**src/rtl/sliced_addsub_pkg.sv**
```systemverilog
package sliced_addsub_pkg;

    typedef enum logic [1:0] {
        PH_IDLE = 2'd0,
        PH_RUN  = 2'd1,
        PH_DONE = 2'd2
    } phase_t;

endpackage

```
**src/rtl/sliced_addsub_operand_prep.sv**
```systemverilog
// Conditions the second operand for subtraction and zero-pads both operands
// to a whole number of slices. Padding is applied after inversion, so the
// carry into bit WORD_W is the true carry out of the word.
module sliced_addsub_operand_prep #(
    parameter int WORD_W = 32,
    parameter int PAD_W  = 32
) (
    input  logic [WORD_W-1:0] a_in,
    input  logic [WORD_W-1:0] b_in,
    input  logic              sub,
    output logic [PAD_W-1:0]  a_pad,
    output logic [PAD_W-1:0]  b_pad
);

    logic [WORD_W-1:0] b_cond;

    always_comb begin
        b_cond = sub ? ~b_in : b_in;
        a_pad  = PAD_W'(a_in);
        b_pad  = PAD_W'(b_cond);
    end

endmodule

```
**src/rtl/sliced_addsub_slice_adder.sv**
```systemverilog
// Ripple adder over one slice. It also reports the carry into each bit.
module sliced_addsub_slice_adder #(
    parameter int STEP_W = 8
) (
    input  logic [STEP_W-1:0] x,
    input  logic [STEP_W-1:0] y,
    input  logic              cin,
    output logic [STEP_W-1:0] s,
    output logic [STEP_W-1:0] cvec,
    output logic              cout
);

    always_comb begin
        logic c;
        c = cin;
        for (int i = 0; i < STEP_W; i++) begin
            cvec[i] = c;
            s[i]    = x[i] ^ y[i] ^ c;
            c       = (x[i] & y[i]) | (c & (x[i] ^ y[i]));
        end
        cout = c;
    end

endmodule

```
**src/rtl/sliced_addsub.sv**
```systemverilog
module sliced_addsub
    import sliced_addsub_pkg::*;
#(
    parameter int WORD_W = 32,
    parameter int STEP_W = 8
) (
    input  logic              clk,
    input  logic              clock_en,
    input  logic              clr,
    input  logic              in_valid,
    output logic              in_ready,
    input  logic              sub,
    input  logic [WORD_W-1:0] op_a,
    input  logic [WORD_W-1:0] op_b,
    output logic              out_valid,
    input  logic              out_ready,
    output logic [WORD_W-1:0] result,
    output logic              carry_out,
    output logic [WORD_W-1:0] carries,
    output logic              overflow
);

    localparam int NSLICE = (WORD_W + STEP_W - 1) / STEP_W;
    localparam int PAD_W  = NSLICE * STEP_W;
    localparam int IDX_W  = (NSLICE > 1) ? $clog2(NSLICE) : 1;
    localparam logic [IDX_W-1:0] LAST_IDX = IDX_W'(NSLICE - 1);

    typedef struct packed {
        phase_t            ph;
        logic [IDX_W-1:0]  idx;
        logic [PAD_W-1:0]  a;
        logic [PAD_W-1:0]  b;
        logic [PAD_W-1:0]  sum;
        logic [PAD_W-1:0]  car;
        logic              cin;
    } regs_t;

    regs_t d, q;

    logic [PAD_W-1:0]  a_pad, b_pad;
    logic [STEP_W-1:0] s_sum, s_cvec;
    logic              s_cout;

    sliced_addsub_operand_prep #(
        .WORD_W (WORD_W),
        .PAD_W  (PAD_W)
    ) u_prep (
        .a_in  (op_a),
        .b_in  (op_b),
        .sub   (sub),
        .a_pad (a_pad),
        .b_pad (b_pad)
    );

    // The lowest slice of the shifting operand registers feeds the adder.
    sliced_addsub_slice_adder #(
        .STEP_W (STEP_W)
    ) u_slice (
        .x    (q.a[STEP_W-1:0]),
        .y    (q.b[STEP_W-1:0]),
        .cin  (q.cin),
        .s    (s_sum),
        .cvec (s_cvec),
        .cout (s_cout)
    );

    always_comb begin
        d = q;
        if (clock_en) begin
            unique case (q.ph)
                PH_IDLE: begin
                    if (in_valid) begin
                        d.ph  = PH_RUN;
                        d.idx = '0;
                        d.a   = a_pad;
                        d.b   = b_pad;
                        d.cin = sub;     // +1 completes the two's complement of B
                        d.sum = '0;
                        d.car = '0;
                    end
                end
                PH_RUN: begin
                    // Operands shift down one slice; results enter from the top.
                    d.a   = q.a >> STEP_W;
                    d.b   = q.b >> STEP_W;
                    d.sum = PAD_W'({s_sum, q.sum} >> STEP_W);
                    d.car = PAD_W'({s_cvec, q.car} >> STEP_W);
                    d.cin = s_cout;
                    if (q.idx == LAST_IDX) begin
                        d.ph = PH_DONE;
                    end else begin
                        d.idx = q.idx + 1'b1;
                    end
                end
                PH_DONE: begin
                    if (out_ready) begin
                        d.ph = PH_IDLE;
                    end
                end
                default: d.ph = PH_IDLE;
            endcase
        end
        if (clr) begin
            d     = '0;
            d.ph  = PH_IDLE;
        end
    end

    always_ff @(posedge clk) begin
        q <= d;
    end

    assign in_ready  = (q.ph == PH_IDLE);
    assign out_valid = (q.ph == PH_DONE);
    assign result    = q.sum[WORD_W-1:0];

    // The carry out of the last slice stays in q.cin after the run.
    generate
        if (PAD_W == WORD_W) begin : g_exact
            assign carry_out = q.cin;
            assign carries   = q.car;
        end else begin : g_partial
            assign carry_out = q.car[WORD_W];
            assign carries   = q.car[WORD_W-1:0];
        end
    endgenerate

    assign overflow = carry_out ^ carries[WORD_W-1];

endmodule

```
**config.mk**
```make
export PLATFORM = sky130hd
export DESIGN_NAME = sliced_addsub
export DESIGN_NICKNAME = d
export VERILOG_FILES = /design/src/rtl/sliced_addsub_pkg.sv /design/src/rtl/sliced_addsub_operand_prep.sv /design/src/rtl/sliced_addsub_slice_adder.sv /design/src/rtl/sliced_addsub.sv
export SDC_FILE = /design/constraint.sdc
export NUM_CORES = 1
export LEC_CHECK = 0
export CORE_AREA = 3 3 156 143
export CTS_BUF_LIST = sky130_fd_sc_hd__clkbuf_16
export CTS_CLUSTER_DIAMETER = 200
export CTS_CLUSTER_SIZE = 28
export DETAILED_ROUTE_END_ITERATION = 8
export DIE_AREA = 0 0 159 146
export MAX_ROUTING_LAYER = met4
export PLACE_DENSITY = 0.56
export RECOVER_POWER = 50
export SLEW_MARGIN = 20
export SYNTH_ARGS = -nofsm -noshare
export SYNTH_HDL_FRONTEND = slang
export SYNTH_SLANG_ARGS = --single-unit
```
**constraint.sdc**
```tcl
create_clock -name clk -period 4.48 [get_ports clk]
set_clock_uncertainty 0.05 [all_clocks]
set_input_delay 0.896 -clock clk [delete_from_list [all_inputs] [get_ports clk]]
set_output_delay 0.896 -clock clk [all_outputs]
set_load 0.1 [all_outputs]
```
==> flow_metrics.py <==
metrics = {
    "outcome": {
        "run_status": "finished with violations",
        "violations": "max-capacitance violations, max-slew violations",
    },
    "critical_path": {
        "endpoint_kind": "register",
        "crit_fanout": 5,
        "r2r_start": "carry_out",
        "critPathKind": "reg2reg",
        "r2r_slack_ps": 290,
        "crit_path_start_kind": "register",
        "required_ps": 4690,
        "worst_r2r_path_depth": 12,
        "r2r_end": "result[31]",
        "arrival_ps": 4410,
    },
    "clocking": {
        "cts.path.max_buffers": 2,
        "cts_htree_levels": 4,
        "cts_root_buf": "clkbuf_16",
        "cts_tree": "done",
        "post_cts_buffers": 0,
        "cts_buffers": 17,
        "clkSinkCount": 133,
        "path_clk_slew_ps": 60,
        "cts_resized": 0,
        "ctsHoldBuffers": 0,
        "clock_latency_ps": 420,
    },
    "floorplanning": {
        "die_width_um": 159,
        "io_pins": 138,
        "die_area_um2": 23200,
        "die_h_um": 146,
        "rows": 50,
        "start_util": 0.299,
        "core_area_um2": 20800,
    },
    "sta": {
        "fin_crit_sh": 0.936,
        "max_freq_ghz": 0.238,
        "slew_headroom": -0.465,
        "setup-tns-final_ps": 0,
        "rsz0062_at_grt": "no",
        "finalHoldViolations": 0,
        "maxSlewViolCount": 200,
        "tightest_slew_ps": 2200,
        "finalCriticalPeriod_ps": 4190,
        "setup_viol": 0,
    },
    "synth": {
        "synth_top_cell_by_area": "dfxtp_1",
        "ys_seq_elements": 133,
        "ys_top_cells_by_area": "dfxtp_1, buf_4, a22oi_1, nor2_1, a211oi_2",
        "synth_seq_area_share": 0.429,
        "synth.net_count": 763,
        "synth_top_cell_area_share": 0.429,
        "avgSynthCellArea_um2": 9.07,
        "synthesis.area_um2": 6200,
        "syn_inst": 684,
        "ys_types": 32,
        "ys_warn_count": 0,
    },
    "cells_and_area": {
        "finalInstanceArea_um2": 7810,
        "drive_above_1_share": 0.0773,
        "mostFrequentLayoutCells": "clkdlybuf4s50_1, dfxtp_1, nor2_1",
        "nNetsFinal": 803,
        "layout_commonest_cell": "clkdlybuf4s50_1",
        "synthToLayoutAreaGrowth_pct": 25.9,
    },
    "power": {
        "leakagePower_nw": 2.83,
        "p_per_area_nw_per_um2": 414,
        "ir_worst_vdd_uv": 214,
        "power_w": 0.00323,
    },
    "grt": {
        "grt_use_total": 0.131,
        "grt_antenna_before_repair": 1,
        "grt_overflow": 0,
        "grt_pass1_vias": 4503,
        "grt_pass1_wl_mm": 23.9,
        "grt_max_degree": 97,
    },
    "drt": {
        "dr.pass1.iters": 4,
        "viasPerCell": 4.49,
        "drt-total-wl_mm": 14.6,
        "drc": 0,
        "avgRoutedWirePerCell_um": 14.2,
        "drt_iter0_drc": 322,
        "dr_total_vias": 4597,
        "final_antenna_net_count": 0,
    },
    "place": {
        "placedInstanceArea_um2": 7210,
        "dp_hpwl_mm": 9.54,
        "place_congestion": 0.741,
        "io_buffers": 137,
    },
    "hold_path": {
        "hold_class": "reg2reg",
        "hold_path_depth": 2,
        "min_from": "q[66]",
        "hold_end": "q[66]",
    },
    "job": {
        "max_cap_viol_count": 3,
    },
}
routing by layer:
metal / track usage / share of wire
met3: 0.0452 / 0.060
met5: - / 0
met1: 0.178 / 0.51
met2: 0.188 / 0.43
met4: 0.0328 / 0.0058
synth_stat cells:
master     count
nor2b_2        1
nand3_1        8
a2bb2oi_1      1
inv_1         15
buf_2         22
a21oi_1       45
xnor2_1       24
clkbuf_1      20
a211oi_2      23
nor3_1         1
o21ai_0        2
a22oi_1       63
nand3b_1       1
buf_1          1
o211ai_1      24
nand2_1       56
dfxtp_1      133
ha_1           1
nor2_1       114
nor2_8         1
mux2i_1       25
buf_8          1
fa_1           8
nor2b_1        3
o21a_1         1
buf_4         68
nand2b_1       1
buf_6          8
and2_1         1
a211oi_1       2
xor2_1         9
o21ai_2        1
stage by stage:
step                      utilization  hold WS [ps]  instances  setup slack, ps
after floorplan                     -           382        684              104
final                           0.376           402       1024              286
after global placement          0.347           390        991              382
after CTS                       0.379           402       1023              291
after detailed placement        0.347           394        991              309
after global routing            0.376           414       1024             78.5
flip-flops by register name, indices dropped and copies added (netlist names):
register   count
carries       32
carry_out      1
result        32
q             68
power by group:
| group | total [W] | switching (W) | internal (W) |
|---|---|---|---|
| logic | 0.000409 | 0.000244 | 0.000165 |
| registers | 0.00127 | 0.0000318 | 0.00123 |
| clock network | 0.00156 | 0.000521 | 0.00104 |
critical path: stages, from the launching register on:
cell,delay [ps]
dfxtp_2,380
inv_1,80
fa_1,460
fa_1,420
fa_1,420
fa_1,440
fa_1,490
fa_1,370
inv_1,90
fa_1,200
fa_1,410
a22oi_1,170
nor2_1,60
cell families after synthesis:
family / after synthesis / share of synthesized area
compound gates: 162 / 0.196
xor+xnor: 33 / 0.0466
fa+ha+maj: 9 / 0.0278
buf+inv: 135 / 0.139
flops: 133 / 0.429
mux: 25 / 0.0403
simple gates: 187 / 0.121
how the worst max path moves through the flow:
stage                   start          to  slack, ps  depth (start not counted)
floorplan           carry_out  result[31]        100                         12
global placement    carry_out  result[31]        380                         12
detailed placement  carry_out  result[31]        310                         12
CTS                 carry_out  result[31]        290                         12
global route        carry_out  result[31]         80                         12
finish              carry_out  result[31]        290                         12
cell type report:
class                   instances  area, um2
multi-input cells             416       2650
fillers                      2191      13000
repair buffers                141       1420
inverters                      15       56.3
diodes                          1       2.50
flip-flops and latches        133       2660
clock buffers                  17        425
well taps                     286        358
clock inverters                15        235
Power figures use the tool's default switching activity.
